`config.mk`:
```
export PLATFORM = sky130hd
export DESIGN_NAME = i2c_pkt_front
export DESIGN_NICKNAME = d
export VERILOG_FILES = /design/src/rtl/i2c_pkt_pkg.sv /design/src/rtl/pkt_fifo.sv /design/src/rtl/pkt_decoder.sv /design/src/rtl/i2c_pkt_front.sv
export SDC_FILE = /design/constraint.sdc
export NUM_CORES = 1
export LEC_CHECK = 0
export BUFFER_PORTS_ARGS = -buffer_cell sky130_fd_sc_hd__buf_4
export CORE_MARGIN = 2
export CORE_UTILIZATION = 55
export CTS_BUF_LIST = sky130_fd_sc_hd__clkbuf_8
export CTS_CLUSTER_SIZE = 40
export DETAILED_ROUTE_END_ITERATION = 7
export HOLD_SLACK_MARGIN = 0.06
export PLACE_DENSITY = 0.72
export SKIP_LAST_GASP = 1
export SLEW_MARGIN = 10
export SYNTH_ARGS = -nofsm -noshare
export SYNTH_HDL_FRONTEND = slang
export SYNTH_SLANG_ARGS = --single-unit
```
`constraint.sdc`:
```
create_clock -name clk -period 4.6 [get_ports clk]
set_input_delay 0.69 -clock clk [delete_from_list [all_inputs] [get_ports clk]]
set_output_delay 0.69 -clock clk [all_outputs]
set_load 0.005 [all_outputs]
```
`src/rtl/i2c_pkt_pkg.sv`:
```
package i2c_pkt_pkg;
    localparam int RD_FLAG_BIT = 16;
    localparam int RS_FLAG_BIT = 17;
    localparam int CT_FLAG_BIT = 18;

    typedef enum logic [1:0] {
        END_STOP    = 2'd0,
        END_RESTART = 2'd1,
        END_CONT    = 2'd2
    } end_mode_t;

    typedef enum logic [1:0] {
        BEGIN_START   = 2'd0,
        BEGIN_RESTART = 2'd1,
        BEGIN_NONE    = 2'd2
    } begin_kind_t;

    typedef enum logic [2:0] {
        ST_HDR0, ST_HDR1, ST_HDR2, ST_XFER, ST_HALT
    } state_t;
endpackage

```
`src/rtl/pkt_fifo.sv`:
```
module pkt_fifo #(
    parameter int W     = 32,
    parameter int DEPTH = 8,
    localparam int AW   = $clog2(DEPTH),
    localparam int LW   = AW + 1
) (
    input  logic          clk,
    input  logic          rst_n,
    input  logic          flush,
    input  logic          push,
    input  logic [W-1:0]  wdata,
    input  logic          pop,
    output logic [W-1:0]  rdata,
    output logic [LW-1:0] level,
    output logic          empty
);
    logic [W-1:0]  mem [DEPTH];
    logic [AW-1:0] wptr, rptr;
    logic          do_push, do_pop, full;

    assign full    = (level == LW'(DEPTH));
    assign empty   = (level == '0);
    assign do_push = push && !full;
    assign do_pop  = pop && !empty;
    assign rdata   = mem[rptr];

    always_ff @(posedge clk) begin
        if (!rst_n || flush) begin
            wptr  <= '0;
            rptr  <= '0;
            level <= '0;
        end else begin
            if (do_push) wptr <= wptr + 1'b1;
            if (do_pop)  rptr <= rptr + 1'b1;
            level <= level + LW'(do_push) - LW'(do_pop);
        end
    end

    always_ff @(posedge clk) begin
        if (do_push) mem[wptr] <= wdata;
    end

    assert_level_bound_R10: assert property (@(posedge clk) disable iff (!rst_n)
        level <= LW'(DEPTH));
    assert_level_step_R10: assert property (@(posedge clk) disable iff (!rst_n)
        (!flush && !push && !pop) |=> $stable(level));
endmodule

```
`src/rtl/pkt_decoder.sv`:
```
module pkt_decoder
    import i2c_pkt_pkg::*;
#(
    parameter int PW = 12
) (
    input  logic          clk,
    input  logic          rst_n,
    input  logic [31:0]   tx_rdata,
    input  logic          tx_empty,
    output logic          tx_pop,
    output logic          rx_push,
    output logic [31:0]   rx_wdata,
    output logic          flush,
    output logic          eng_busy,
    output logic [6:0]    eng_addr,
    output logic          eng_read,
    output logic [PW:0]   eng_count,
    output logic [1:0]    eng_begin,
    output logic [1:0]    eng_end,
    output logic          eng_tx_valid,
    output logic [7:0]    eng_tx_byte,
    input  logic          eng_tx_ready,
    input  logic          eng_rx_valid,
    input  logic [7:0]    eng_rx_byte,
    input  logic          eng_done,
    input  logic          eng_nack_addr,
    input  logic          eng_nack_data,
    input  logic          eng_arb_lost,
    output logic          err_addr_nack,
    output logic          err_data_nack,
    output logic          err_arb_lost,
    output logic          err_hdr_conflict
);
    state_t      state_q, state_d;
    logic [PW:0] left_q;
    logic [31:0] buf_q, merged;
    logic [2:0]  nb_q;
    end_mode_t   end_q;
    begin_kind_t begin_q;
    logic        eng_err, conflict, hdr_take, wr_load, tx_take, rx_take;
    logic        unused_bits;

    assign unused_bits = ^tx_rdata;
    assign eng_err  = eng_nack_addr || eng_nack_data || eng_arb_lost;
    assign conflict = tx_rdata[RS_FLAG_BIT] && tx_rdata[CT_FLAG_BIT];

    // next-state process
    always_comb begin
        state_d = state_q;
        unique case (state_q)
            ST_HDR0: if (!tx_empty) state_d = ST_HDR1;
            ST_HDR1: if (!tx_empty) state_d = ST_HDR2;
            ST_HDR2: if (!tx_empty) state_d = conflict ? ST_HALT : ST_XFER;
            ST_XFER: if (eng_done)  state_d = ST_HDR0;
            ST_HALT: state_d = ST_HALT;
            default: state_d = ST_HALT;
        endcase
        if (eng_err) state_d = ST_HALT;
    end

    // output process
    always_comb begin
        hdr_take     = (state_q inside {ST_HDR0, ST_HDR1, ST_HDR2}) && !tx_empty;
        wr_load      = (state_q == ST_XFER) && !eng_read && nb_q == '0
                       && left_q != '0 && !tx_empty;
        tx_pop       = hdr_take || wr_load;
        flush        = (state_q == ST_HALT);
        eng_busy     = (state_q == ST_XFER);
        eng_tx_valid = eng_busy && !eng_read && nb_q != '0 && left_q != '0;
        eng_tx_byte  = buf_q[7:0];
        tx_take      = eng_tx_valid && eng_tx_ready;
        rx_take      = eng_busy && eng_read && eng_rx_valid && left_q != '0;
        merged       = buf_q | ({24'b0, eng_rx_byte} << {nb_q[1:0], 3'b000});
        rx_push      = rx_take && (nb_q == 3'd3 || left_q == (PW+1)'(1));
        rx_wdata     = merged;
        eng_end      = end_q;
        eng_begin    = begin_q;
    end

    // state register
    always_ff @(posedge clk) begin
        if (!rst_n) state_q <= ST_HDR0;
        else        state_q <= state_d;
    end

    always_ff @(posedge clk) begin
        if (!rst_n) begin
            left_q    <= '0;
            eng_count <= '0;
            buf_q     <= '0;
            nb_q      <= '0;
            eng_addr  <= '0;
            eng_read  <= 1'b0;
            end_q     <= END_STOP;
            begin_q   <= BEGIN_START;
            err_addr_nack    <= 1'b0;
            err_data_nack    <= 1'b0;
            err_arb_lost     <= 1'b0;
            err_hdr_conflict <= 1'b0;
        end else begin
            err_addr_nack <= err_addr_nack || eng_nack_addr;
            err_data_nack <= err_data_nack || eng_nack_data;
            err_arb_lost  <= err_arb_lost  || eng_arb_lost;
            if (hdr_take) begin
                unique case (state_q)
                    ST_HDR0: begin
                        buf_q <= '0;
                        nb_q  <= '0;
                    end
                    ST_HDR1: begin
                        left_q    <= (PW+1)'(tx_rdata[PW-1:0]) + 1'b1;
                        eng_count <= (PW+1)'(tx_rdata[PW-1:0]) + 1'b1;
                    end
                    default: begin
                        eng_addr <= tx_rdata[7:1];
                        eng_read <= tx_rdata[RD_FLAG_BIT];
                        if (conflict) err_hdr_conflict <= 1'b1;
                        if (tx_rdata[RS_FLAG_BIT])      end_q <= END_RESTART;
                        else if (tx_rdata[CT_FLAG_BIT]) end_q <= END_CONT;
                        else                            end_q <= END_STOP;
                    end
                endcase
            end
            if (wr_load) begin
                buf_q <= tx_rdata;
                nb_q  <= 3'd4;
            end
            if (tx_take) begin
                buf_q  <= buf_q >> 8;
                nb_q   <= nb_q - 1'b1;
                left_q <= left_q - 1'b1;
            end
            if (rx_take) begin
                left_q <= left_q - 1'b1;
                if (rx_push) begin
                    buf_q <= '0;
                    nb_q  <= '0;
                end else begin
                    buf_q <= merged;
                    nb_q  <= nb_q + 1'b1;
                end
            end
            if (eng_busy && eng_done && !eng_err) begin
                unique case (end_q)
                    END_CONT:    begin_q <= BEGIN_NONE;
                    END_RESTART: begin_q <= BEGIN_RESTART;
                    default:     begin_q <= BEGIN_START;
                endcase
            end
        end
    end

    assert_cmd_stable_R3: assert property (@(posedge clk) disable iff (!rst_n)
        (eng_busy && !eng_done && !eng_err) |=>
            ($stable(eng_addr) && $stable(eng_read) && $stable(eng_count) && $stable(eng_end)));
    assert_tx_dir_R4: assert property (@(posedge clk) disable iff (!rst_n)
        eng_tx_valid |-> (eng_busy && !eng_read));
    assert_rx_dir_R5: assert property (@(posedge clk) disable iff (!rst_n)
        rx_push |-> (eng_busy && eng_read));
    assert_end_legal_R6: assert property (@(posedge clk) disable iff (!rst_n)
        eng_busy |-> (eng_end != 2'd3 && eng_begin != 2'd3));
    assert_conflict_halt_R8: assert property (@(posedge clk) disable iff (!rst_n)
        err_hdr_conflict |-> !eng_busy);
    assert_sticky_halt_R9: assert property (@(posedge clk) disable iff (!rst_n)
        (err_addr_nack || err_data_nack || err_arb_lost) |=> (flush && !eng_busy && !tx_pop));
endmodule

```
`src/rtl/i2c_pkt_front.sv`:
```
module i2c_pkt_front #(
    parameter int DEPTH = 8,
    parameter int PW    = 12,
    localparam int LW   = $clog2(DEPTH) + 1
) (
    input  logic          clk,
    input  logic          rst_n,
    input  logic          tx_push,
    input  logic [31:0]   tx_word,
    output logic [LW-1:0] tx_free,
    input  logic          rx_pop,
    output logic [31:0]   rx_word,
    output logic [LW-1:0] rx_level,
    output logic          eng_busy,
    output logic [6:0]    eng_addr,
    output logic          eng_read,
    output logic [PW:0]   eng_count,
    output logic [1:0]    eng_begin,
    output logic [1:0]    eng_end,
    output logic          eng_tx_valid,
    output logic [7:0]    eng_tx_byte,
    input  logic          eng_tx_ready,
    input  logic          eng_rx_valid,
    input  logic [7:0]    eng_rx_byte,
    input  logic          eng_done,
    input  logic          eng_nack_addr,
    input  logic          eng_nack_data,
    input  logic          eng_arb_lost,
    output logic          err_addr_nack,
    output logic          err_data_nack,
    output logic          err_arb_lost,
    output logic          err_hdr_conflict
);
    logic [31:0]   tx_rdata, rx_wdata;
    logic          tx_empty, tx_pop, rx_push, flush, rx_empty_unused;
    logic [LW-1:0] tx_level;

    pkt_fifo #(.W(32), .DEPTH(DEPTH)) i_tx_fifo (
        .clk(clk), .rst_n(rst_n), .flush(flush),
        .push(tx_push), .wdata(tx_word),
        .pop(tx_pop), .rdata(tx_rdata),
        .level(tx_level), .empty(tx_empty)
    );

    pkt_fifo #(.W(32), .DEPTH(DEPTH)) i_rx_fifo (
        .clk(clk), .rst_n(rst_n), .flush(flush),
        .push(rx_push), .wdata(rx_wdata),
        .pop(rx_pop), .rdata(rx_word),
        .level(rx_level), .empty(rx_empty_unused)
    );

    assign tx_free = LW'(DEPTH) - tx_level;

    pkt_decoder #(.PW(PW)) i_decoder (
        .clk(clk), .rst_n(rst_n),
        .tx_rdata(tx_rdata), .tx_empty(tx_empty), .tx_pop(tx_pop),
        .rx_push(rx_push), .rx_wdata(rx_wdata), .flush(flush),
        .eng_busy(eng_busy), .eng_addr(eng_addr), .eng_read(eng_read),
        .eng_count(eng_count), .eng_begin(eng_begin), .eng_end(eng_end),
        .eng_tx_valid(eng_tx_valid), .eng_tx_byte(eng_tx_byte),
        .eng_tx_ready(eng_tx_ready), .eng_rx_valid(eng_rx_valid),
        .eng_rx_byte(eng_rx_byte), .eng_done(eng_done),
        .eng_nack_addr(eng_nack_addr), .eng_nack_data(eng_nack_data),
        .eng_arb_lost(eng_arb_lost),
        .err_addr_nack(err_addr_nack), .err_data_nack(err_data_nack),
        .err_arb_lost(err_arb_lost), .err_hdr_conflict(err_hdr_conflict)
    );
endmodule

```
=== Word level (Yosys, flattened, before mapping) ===
Memory sizes are Yosys's and may differ from the RTL's. A register that Yosys moved wholly into a read port is not among the register bits.
Cells that the tools add are included.
W data, S select, Z words.

* Memory bits (read-only): 0
* Input bits: 50
* Bits in latches: 0
* Register bits after elaboration: 100
* Bits in writable memories: 512
* Output and inout port bits: 79
* Memories: 2

* Reductions and logical operators: 54
* Shift operators: 1
* $lt $le $gt $ge: 0
* Bitwise gates (word level): 3
* Add/subtract/negate cells: 13
* Div/mod/pow operators: 0
* Multiply operators: 0
* Eq/ne operators: 18
* Muxes and demuxes: 34

{| class="wikitable"
|+ Memories
! name !! depth !! width !! read ports !! clocked after Yosys merged registers in !! write ports !! line !! source
|-
| i_rx_fifo.mem || 8 || 32 || 1 || 1 || 1 || pkt_fifo.sv:17 || <nowiki>logic [W-1:0] mem [DEPTH];</nowiki>
|-
| i_tx_fifo.mem || 8 || 32 || 1 || 1 || 1 || pkt_fifo.sv:17 ||
|}

{| class="wikitable"
|+ Operators with widths
! kind !! number
|-
| $mux W32 || 6
|-
| $mux W13 || 4
|-
| $mux W3 || 16
|-
| $or A32 B32 Y32 || 1
|-
| $shl A8 B5 Y32 || 1
|-
| $logic_and A1 B1 Y1 || 19
|-
| $add A3 B1 Y3 const B || 5
|-
| $add A12 B1 Y13 const B || 1
|-
| $eq A13 B1 Y1 const B || 1
|-
| $reduce_bool A13 Y1 || 1
|-
| $sub A13 B1 Y13 const B || 1
|-
| $ne A3 B3 Y1 const B || 4
|-
| $pmux W3 S4 || 1
|-
| $reduce_bool A3 Y1 || 4
|-
| $eq A3 B2 Y1 const B || 3
|-
| $add A4 B1 Y4 || 2
|-
| $eq A4 B4 Y1 const B || 2
|-
| $logic_not A4 Y1 || 2
|-
| $logic_or A1 B1 Y1 || 8
|-
| $ne A2 B2 Y1 const B || 4
|-
| $reduce_and A2 Y1 || 4
|-
| $reduce_and A4 Y1 || 2
|-
| $reduce_bool A4 Y1 || 2
|-
| $sub A4 B1 Y4 || 2
|-
| other kinds (14) || 27
|}

=== Longest topological paths before layout ===
Gate-level depths: netlist (run 1).

* Depth in word-level cells: 9
* Depth in mapped cells: 14

=== Cells and area by module ===
A second synthesis (run 1) with hierarchy kept.

* Cell total of the unflattened synthesis: 1422
* Area, all modules: 25191.7 µm²

{| class="wikitable"
|+ By module, submodules not included
! module !! cells each !! sequential area each (µm²) !! instances !! area an instance (µm²)
|-
| pkt_fifo || 452 || 7947.6 || 2 || 10462.5
|-
| pkt_decoder || 512 || 1601.5 || 1 || 4219.0
|-
| i2c_pkt_front || 6 || 0.0 || 1 || 47.5
|}

=== Worst setup path after synthesis (run 1) ===
No wires, ideal clock.

* Path kind: flip-flop to flip-flop
* From: reg i_decoder.left_q[0]
* To: mem i_rx_fifo.mem[4][0] (enable)
* Path buffers: 2
* Cell stages (with the launch flop): 10
* Slack: -0.113 ns
* Period minus slack after synthesis: 4.713 ns
* Arrival: 4.252 ns
* Cells stage by stage: dfxtp_1 inv_1 ha_1 or3b_2 buf_2 o41ai_4 buf_6 a2111oi_2 nand2_1 nor3_1

* Cells in the longest elaborated chain, start to end: 6

{| class="wikitable"
|+ Ends and longest elaborated chain
! what !! line !! source
|-
| start, declared || pkt_decoder.sv:35 || <nowiki>logic [PW:0] left_q;</nowiki>
|-
| start signal, assigned || pkt_decoder.sv:111 || <nowiki>left_q <= (PW+1)'(tx_rdata[PW-1:0]) + 1'b1;</nowiki>
|-
| start signal, assigned || pkt_decoder.sv:131 || <nowiki>left_q <= left_q - 1'b1;</nowiki>
|-
| start signal, assigned || pkt_decoder.sv:134 || <nowiki>left_q <= left_q - 1'b1;</nowiki>
|-
| $eq A13 B1 Y1 / $reduce_bool A13 Y1 (equally long branches) || pkt_decoder.sv:74, pkt_decoder.sv:72 ||
|-
| $logic_or A1 B1 Y1 / $logic_and A1 B1 Y1 (equally long branches) || pkt_decoder.sv:74, pkt_decoder.sv:72 ||
|-
| $logic_and A1 B1 Y1 (*) || pkt_decoder.sv:74 || <nowiki>rx_push = rx_take && (nb_q == 3'd3 || left_q == (PW+1)'(1));</nowiki>
|-
| $logic_and A1 B1 Y1 (*) || pkt_fifo.sv:23 || <nowiki>assign do_push = push && !full;</nowiki>
|-
| $mux W1 (*) || pkt_fifo.sv:40 || <nowiki>if (do_push) mem[wptr] <= wdata;</nowiki>
|-
| $mux W1 (not written as such) (*) || pkt_fifo.sv:40 ||
|-
| end, declared || pkt_fifo.sv:17 ||
|}

Every way passes the cells marked *; elsewhere a longest branch is shown, timed or not.

=== Worst setup path in the final report (run 1) ===
* From: reg i_decoder.left_q[0]
* To: out eng_tx_valid

* Cells in the longest elaborated chain, start to end: 2

{| class="wikitable"
|+ Ends and longest elaborated chain
! what !! line !! source
|-
| $reduce_bool A13 Y1 || pkt_decoder.sv:69 || <nowiki>eng_tx_valid = eng_busy && !eng_read && nb_q != '0 && left_q != '0;</nowiki>
|-
| $logic_and A1 B1 Y1 || pkt_decoder.sv:69 ||
|-
| end, declared || i2c_pkt_front.sv:20 || <nowiki>output logic eng_tx_valid,</nowiki>
|}

No other way between the ends.

==> impl.org, run 1 <==
** Place
- Port-buffer cells :: roughly 130
- Summed over all nets, the half-perimeter wirelength after detailed placement is 33500 um.
- At the end of routability-driven placement, the weighted congestion stood at approximately 0.86.

** CTS
- Buffers added to address setup during post-CTS repair amount to 0.
- Clock tree synthesis found a total of slightly above 600 sinks.
- After clock tree synthesis, the clock-pin slew on the worst setup and hold paths is 0.06 ns.
- CTS placed an instance of sky130_fd_sc_hd__clkbuf_8 at the clock tree root.
- In this run, CTS created clock tree buffers numbering 94.
- At the later pin of the worst-skew pair, clock insertion delay measures approximately 0.65 ns.
- Max H-tree Level :: 3
- Number of buffers on the longest clock path :: 3
- Gates resized, CTS repair :: 0
- TritonCTS built the clock tree.
- Hold_buf cts :: 0

** Timing
- Relative max-transition margin :: 0.320
- The number of pins exceeding their max-slew limit in the final report came to 0.
- For the pin with the worst max-slew slack, the measured transition is about 1 ns.
- Setup total negative slack on the finished layout was measured at 0 ns.
- Post-route worst hold slack :: roughly 0.27 ns
- Timing-limited maximum frequency :: around 0.28 GHz
- Number of setup violations in the final report :: 0
- Of the available clock period, the critical path in the final layout requires 0.781.
- Min Tclk post-route :: between 3 and 4 ns
- The number of hold violations in the final report came to 0.
- Final Skew :: 0.0149 ns
- Setup repair after global routing missed its margin :: no

** Route
- Number of vias per cell :: 5.89
- Once detail routing completed, the nets flagged for antenna violations numbered 0.
- In the routed design, unresolved DRC markers number 0.
- In the final routed layout, each cell accounts on average for about 23 um.
- Sum of routed wire length over all layers :: 52400 um
- The detailed router finished its first iteration with ~1100 violations.
- Length of the first detailed-routing pass in iterations :: 8
- Vias :: approximately 13000

** Setup path
- Critical-path cell with the highest stage delay :: sky130_fd_sc_hd__o41ai_4
- Max stage delay on crit path :: around 0.7 ns
- Data arrives at the worst endpoint at around 2.9 ns.
- Traced cell by cell, the critical path runs through inv_1, ha_1, or3b_2, o41ai_4, nor3_1, buf_4.
- The critical path is of the flip-flop to output pin type.
- Critical Path Source Type :: flip-flop
- Data on the critical path is required at its endpoint by around 4 ns.
- Critical Path Fanout Max :: 11
- Critical path endpoint category :: output pin

** Layout
- 0 antenna diodes ended up in the layout.
- Fraction of layout cells with a size suffix above 1 :: 0.296
- From synthesis to final layout, the design area changed by 13.9%.
- In the final design database the tool counted approximately 1700 nets.
- The top cell types in the final layout, fill and taps aside, are sky130_fd_sc_hd__edfxtp_1 (512), sky130_fd_sc_hd__buf_4 (160), sky130_fd_sc_hd__mux4_2 (126), sky130_fd_sc_hd__clkbuf_8 (105), sky130_fd_sc_hd__dfxtp_1 (101).
- The library cell used most frequently in the layout, excluding fill and tap cells, is sky130_fd_sc_hd__edfxtp_1.
- Fill cells :: roughly 3100

** Synthesis
- Synthesized area divided by synthesized cell count :: 17.6 um^2
- Synthesis produced a netlist whose cell count is about 1400.
- For this run, the register share of the synthesized area comes to 0.710.
- The Yosys step of the flow raised 0 warnings.
- The number of nets in the synthesized netlist is around 1500.
- In this run, distinct cell masters in the synthesized netlist total 60.
- The synthesized netlist occupies a cell area of roughly 25000 um^2.
- Ys flop type :: sky130_fd_sc_hd__edfxtp_1
- In the synthesized netlist the async set-or-reset flop fraction comes to 0.
- Synthesis inferred 618 register bits.
- In this run, synthesis inferred 512 flip-flops with an integrated enable.

** Die
- In this run the core area contains 77 standard-cell rows.
- Number of I/O pins :: between 100 and 150
- The die is 216 um wide.
- The initial utilization of the core area, before any placement, comes to 0.557.
- In this run the vertical extent of the chip is about 220 um.
- The die covers 46500 um^2.
- The total area inside the core boundary comes to approximately 44000 um^2.

** GRT
- Vias in the first global route :: between 10000 and 15000
- The first global-routing pass estimated between 70000 and 80000 um of wire.
- GRT Resource Usage Total :: 0.229
- Number of antenna violations at the first check in global routing :: 0
- Sum of overflow across all layers after global routing :: 0
- Entering global routing, the biggest net connects 50 pins.

** Flow run
- Number of max-capacitance violations reported :: 0

** Status
- Run status :: completed

** Pwr
- Dividing total power by cell area gives a power density of between 400 and 500 nW/um^2.
- Largest voltage drop on the vdd net :: approximately 0.0003 V
- Summed over all cells, the static leakage comes to about 9.6 nW.

** Min path
- The path class of the tightest hold or removal check is input port to flip-flop.
==> cells in the mapped netlist (3+ instances only) <==
| master | number | share of area |
|---|---|---|
| sky130_fd_sc_hd__edfxtp_1 | 512 | 0.62 |
| sky130_fd_sc_hd__mux4_2 | 126 | 0.12 |
| sky130_fd_sc_hd__dfxtp_1 | 106 | 0.086 |
| sky130_fd_sc_hd__nor2_1 | 83 | 0.013 |
| sky130_fd_sc_hd__nand2_1 | 62 | 0.0094 |
| sky130_fd_sc_hd__a21oi_1 | 57 | 0.012 |
| sky130_fd_sc_hd__mux2_2 | 54 | 0.025 |
| sky130_fd_sc_hd__clkbuf_1 | 38 | 0.0058 |
| sky130_fd_sc_hd__a21o_1 | 33 | 0.010 |
| sky130_fd_sc_hd__inv_1 | 28 | 0.0043 |
| sky130_fd_sc_hd__ha_1 | 25 | 0.013 |
| sky130_fd_sc_hd__mux2i_1 | 25 | 0.010 |
| sky130_fd_sc_hd__a222oi_1 | 21 | 0.0085 |
| sky130_fd_sc_hd__o21ai_0 | 18 | 0.0037 |
| sky130_fd_sc_hd__nand3_1 | 15 | 0.0030 |
| sky130_fd_sc_hd__xnor2_1 | 14 | 0.0050 |
| sky130_fd_sc_hd__buf_1 | 13 | 0.0020 |
| sky130_fd_sc_hd__buf_2 | 13 | 0.0026 |
| sky130_fd_sc_hd__nor3_1 | 13 | 0.0026 |
| sky130_fd_sc_hd__buf_4 | 12 | 0.0037 |
| sky130_fd_sc_hd__a221oi_1 | 11 | 0.0039 |
| sky130_fd_sc_hd__nand2b_1 | 11 | 0.0028 |
| sky130_fd_sc_hd__o22ai_1 | 10 | 0.0025 |
| sky130_fd_sc_hd__a211oi_1 | 8 | 0.0024 |
| sky130_fd_sc_hd__xor2_1 | 8 | 0.0028 |
| sky130_fd_sc_hd__nor4_1 | 7 | 0.0018 |
| sky130_fd_sc_hd__a31oi_1 | 6 | 0.0015 |
| sky130_fd_sc_hd__buf_6 | 5 | 0.0023 |
| sky130_fd_sc_hd__nand3b_1 | 5 | 0.0015 |
| sky130_fd_sc_hd__nand4_1 | 5 | 0.0013 |
| sky130_fd_sc_hd__and3_1 | 4 | 0.0010 |
| sky130_fd_sc_hd__nor3b_1 | 4 | 0.0012 |
| sky130_fd_sc_hd__or4_1 | 4 | 0.0012 |
| sky130_fd_sc_hd__and3b_1 | 3 | 0.0011 |
| sky130_fd_sc_hd__nor2b_1 | 3 | 0.00076 |
| sky130_fd_sc_hd__or2_2 | 3 | 0.00076 |
==> final cells by class <==
cell class              count  area (um^2)  area share
repair buffers            161         1220      0.0435
flip-flops and latches    618        17500       0.624
inverters                  29          109     0.00388
well taps                 592          741      0.0264
clock buffers             105         1450      0.0515
multi-input cells         669         6760       0.241
clock inverters            66          264     0.00941
==> layer usage <==
metal,share of wire,wire length [um],global-route usage,vias up
met5,0,0,0,-
met4,0.028,1440,0.0793,0
met3,0.063,3310,0.0444,104
met2,0.49,25900,0.374,418
met1,0.42,21700,0.310,6723
li1,-,-,-,5947
==> worst max-delay path, delay by kind of cell (launching register included) <==
family / cells / cell delay (ns)
simple gates: 2 / 0.76
buf+inv: 2 / 0.26
compound gates: 1 / 0.70
fa+ha+maj: 1 / 0.18
flops: 1 / 0.36
==> worst paths after layout <==
path / startpoint / end / slack, ns / cells after the start
setup / recovery: i_decoder.left_q[0]$_SDFFE_PN0P_ / eng_tx_valid / 1.01 / 6
hold / removal: tx_word[15] / i_tx_fifo.mem[0][15]$_DFFE_PP_ / 0.27 / 1
setup reg to reg: i_decoder.left_q[0]$_SDFFE_PN0P_ / i_tx_fifo.level[2]$_SDFF_PP0_ / 1.02 / 11
hold reg to reg: i_decoder.eng_count[3]$_SDFFE_PN0P_ / i_decoder.eng_count[3]$_SDFFE_PN0P_ / 0.46 / 2
==> power by group <==
| group | switching (mW) | internal, mW |
|---|---|---|
| clock network | 1.97 | 2.08 |
| logic | 0.587 | 0.439 |
| registers | 0.0767 | 6.12 |
==> logic make-up (layout without fill, tap and decap cells) <==
group / after synthesis / in the layout / share of synthesized area
AOI/OAI and AO/OA: 184 / 184 / 0.0525
xor gates and xnor gates: 22 / 22 / 0.00782
adders and majority gates: 27 / 27 / 0.0143
buffers and inverters: 110 / 361 / 0.0208
DFF: 618 / 618 / 0.710
muxes: 205 / 205 / 0.150
and+or+nand+nor: 231 / 231 / 0.0441
==> flip-flops by register name, summed over array words and instances, names as in the netlist, 4 cells and up, named ones only <==
name / cells
i_tx_fifo.level: 4
i_rx_fifo.level: 4
i_decoder.buf_q: 32
i_tx_fifo.mem: 256
i_decoder.eng_count: 13
i_rx_fifo.mem: 256
i_decoder.eng_addr: 7
i_decoder.left_q: 13
==> through the flow <==
step	instances	setup slack (ns)	area (um^2)	power, mW	utilization
after floorplan	1397	0.712	24600	6.99	-
after global placement	2069	1.13	26300	7.32	0.596
after detailed placement	2069	1.03	26300	7.34	0.596
after CTS	2240	0.960	28100	11.4	0.634
after global routing	2240	0.772	28100	11.7	0.634
final	2240	1.01	28100	11.3	0.634
Note: power is estimated with default switching activity, not from simulation.
==> run 2: changes to the inputs <==
clock period = 3.2 ns   (was 4.6 ns; I/O delays follow)
==> impl.org, run 2 (same netlist as run 1, synthesis figures left out) <==
** Status
- The flow ran to the end, and the final reports show no timing, DRC or antenna violations.

** Route
- Starting DRT DRC Count :: 1075
- Summed over all layers, the routed wires come to around 53000 um.
- Remaining design rule violation count :: 0
- Number of vias per cell :: between 5 and 6
- Vias :: ~14000
- WL per Instance :: 23.2 um
- Antenna viol nets, final :: 0
- Length of the first detailed-routing pass in iterations :: 7

** Layout
- Fill cells :: a little over 3000
- Layout-stage area growth over the synthesis result :: 17.0%
- Largest registers :: i_rx_fifo.mem (256), i_tx_fifo.mem (256), i_decoder.buf_q (32)
- Finished layout cell area :: roughly 29000 um^2
- Highest-count cells in the layout ignoring fill and taps :: sky130_fd_sc_hd__edfxtp_1 (512), sky130_fd_sc_hd__buf_4 (161), sky130_fd_sc_hd__mux4_2 (126), sky130_fd_sc_hd__clkbuf_8 (105), sky130_fd_sc_hd__dfxtp_1 (101)
- Most common cell after layout, fill and taps aside :: sky130_fd_sc_hd__edfxtp_1
- Fraction of layout cells with a size suffix above 1 :: 0.302
- After the last flow step, the layout net total stands at between 1500 and 2000.
- Leaving out filler cells and counting taps, the final layout contains around 2300.

** Pwr
- The internal power of the cells totals around 13 mW.
- Combinational cell fraction of total power :: 0.099
- Register share of total power :: 0.534
- In this run the power density over the cells is around 580 nW/um^2.
- Summed over all cells, the static leakage comes to roughly 9.9 nW.
- The worst-case IR drop observed on VDD is roughly 0.00041 V.
- Final Total Pwr :: between 15 and 20 mW
- Of the total power, the share spent switching nets is 0.235.
- Of the total power, the clock network draws 0.367.
- The analysis attributes to net switching a power of slightly below 4 mW.

** Timing
- Total count of max-transition violations in the final report :: 0
- Adding up every negative setup slack in the final design gives 0 ns.
- Number of setup violations in the final report :: 0
- The routed design could run at a clock period as short as 3.02 ns.
- Across all setup checks in the final design, the least slack found is approximately 0.18 ns.
- For this run, the top clock speed supported by timing is 0.331 GHz.
- Setup repair after global routing missed its margin :: no
- Clock skew on the completed layout was measured at around 0.019 ns.
- The worst pin sits at a relative slew slack of 0.377.
- Final period utilization :: 0.945
- Final Hold Vio Count :: 0
- Slew of the pin with the lowest slew margin :: between 0.9 and 1 ns

** Setup path
- At the worst endpoint, the required time is around 2.7 ns.
- Along the worst path, the maximum fanout reaches 21.
- Following the worst setup path forward leads to its endpoint at rx_word[0].
- The setup check on the worst reg-to-reg path leaves a slack of approximately 0.21 ns.
- Top cell by count, worst path :: sky130_fd_sc_hd__buf_4
- The slowest stage of the critical path is the sky130_fd_sc_hd__dfxtp_4 cell.
- The worst setup path is captured at an output pin.
- Cell depth of the worst flop-to-flop path :: 9
- Crit path arrival time :: ~2.5 ns
- The critical path contains buffers and inverters numbering 2 combined.
- The critical path goes through buf_4, mux4_2, mux2_2, buf_4.
- Critical Path Source Type :: flip-flop
- Gate family responsible for the most delay along the worst path :: multiplexers
- Max stage delay on crit path :: between 0.6 and 0.7 ns
- The endpoint identified for the worst register-to-register timing path is i_rx_fifo.mem[0][24]$_DFFE_PP_.
- The worst setup path is of the flip-flop to output pin kind.
- Logic depth of the worst path, buffers included :: 4
- The worst register-to-register path begins at i_decoder.left_q[0]$_SDFFE_PN0P_.

** GRT
- The number of antenna violations at the first check in global routing was 3.
- Global routing finished with a remaining overflow of 0.
- The first global-routing pass estimated between 80000 and 90000 um of wire.
- GRT Resource Usage Total :: 0.236
- Entering global routing, the biggest net connects 55 pins.
- Vias in the first global route :: ~14000

** Die
- Measured along the y axis, the die boundary spans approximately 220 um.
- Die W :: around 220 um
- During I/O placement, the number of pins put on the boundary was about 130.
- The initial utilization of the core area, before any placement, comes to 0.557.
- The total area inside the core boundary comes to 44200 um^2.
- The die covers between 40000 and 50000 um^2.
- The floorplan has between 70 and 80 rows.

** Min path
- Path class of the lowest-slack min-delay path :: input port to flip-flop

** CTS
- TritonCTS built the clock tree.
- The clock passes through at most 3 buffers.
- The cell sitting at the root of the clock tree is a sky130_fd_sc_hd__clkbuf_8.
- Number of buffers created by CTS :: 96
- Clock input transition at the sequential cells of the worst setup and hold paths :: 0.05 ns
- The clock net in this run drives a total of slightly above 600 sinks.
- In this run the number of H-tree levels came out at 3.
- Insertion delay to the later sink of the worst-skew pair :: about 0.66 ns

** Place
- Total placed cells including tap cells :: between 2000 and 2500
- Pre-CTS WS :: around 0.17 ns
- The congestion estimate from routability-driven global placement came to roughly 0.86.
- After detailed placement, the total cell area comes to approximately 27000 um^2.
- Port-buffer cells :: 128
- The HPWL after detailed placement is 33500 um.

** Flow run
- Number of max-capacitance violations reported :: 0
## run 2: changes by cell type in the layout (fill, tap and decap cells not counted), moves of 2 or more
cell	previous run	this run
sky130_fd_sc_hd__buf_12	1	15
sky130_fd_sc_hd__bufinv_16	0	2
sky130_fd_sc_hd__clkinv_1	20	28
sky130_fd_sc_hd__clkinv_2	2	11
sky130_fd_sc_hd__diode_2	0	2
sky130_fd_sc_hd__dlygate4sd3_1	0	35
sky130_fd_sc_hd__inv_1	69	56
sky130_fd_sc_hd__nor3_2	3	1
sky130_fd_sc_hd__nor3_4	2	4
## run 2: per-layer routing
layer  part of all wire  vias to the layer above  global-route usage
met5            0.00024                        -                   0
li1                   -                     6050                   -
met3              0.067                      113              0.0431
met1               0.41                     6952               0.320
met4              0.030                        2              0.0883
met2               0.49                      489               0.385
## run 2: worst min-delay path by stage
stage	cells past startpoint	slack, ns	to	startpoint
CTS	2	0.15	i_decoder.nb_q[0]$_SDFFE_PN0P_	rst_n
global placement	2	0.44	i_decoder.err_hdr_conflict$_SDFFE_PN0P_	i_decoder.err_hdr_conflict$_SDFFE_PN0P_
global route	2	0.19	i_decoder.nb_q[0]$_SDFFE_PN0P_	rst_n
finish	2	0.21	i_decoder.nb_q[0]$_SDFFE_PN0P_	rst_n
floorplan	2	0.44	i_decoder.err_hdr_conflict$_SDFFE_PN0P_	i_decoder.err_hdr_conflict$_SDFFE_PN0P_
detailed placement	2	0.45	i_decoder.err_hdr_conflict$_SDFFE_PN0P_	i_decoder.err_hdr_conflict$_SDFFE_PN0P_
## run 2: timing repair
| action | 4_1_cts | 5_1_grt |
|---|---|---|
| hold endpoints to repair | 259 | 0 |
| setup endpoints to repair | 0 | 92 |
| setup buffers | 0 | 0 |
| hold buffers | 35 | 0 |
| resized for setup | 0 | 3 |
## run 2: worst reg2reg max path, cell delays in order, from the launching register on
cell and delay [ns]:
sky130_fd_sc_hd__dfxtp_1 0.40, sky130_fd_sc_hd__inv_1 0.07, sky130_fd_sc_hd__ha_1 0.21, sky130_fd_sc_hd__or3b_4 0.31, sky130_fd_sc_hd__o41ai_4 0.10, sky130_fd_sc_hd__buf_6 0.16
sky130_fd_sc_hd__a2111oi_4 0.54, sky130_fd_sc_hd__nand2b_1 0.36, sky130_fd_sc_hd__nor3_4 0.24, sky130_fd_sc_hd__buf_12 0.27
## run 2: final cells by class
cell class	count	area, um^2	share of cell area
Sequential cell	618	17500	0.608
Multi-Input combinational cell	669	6790	0.236
Timing Repair Buffer	212	1870	0.0649
Clock buffer	105	1450	0.0502
Tap cell	592	741	0.0257
Clock inverter	71	342	0.0119
Inverter	29	109	0.00378
Antenna cell	2	5.00	0.000174
## run 2: power groups by stage
stage	Clock (mW)	Sequential [mW]	Combinational [mW]
after floorplan	0	8.99	1.06
after global placement	0	9.01	1.59
after detailed placement	0	9.02	1.59
after CTS	6.24	8.85	1.64
after global routing	6.57	8.86	1.77
final	6.09	8.85	1.63
## run 2: per-stage QoR
step / utilization / hold slack, ns
after floorplan: - / 0.442
after global placement: 0.603 / 0.441
after detailed placement: 0.603 / 0.446
after CTS: 0.651 / 0.148
after global routing: 0.652 / 0.189
final: 0.652 / 0.208
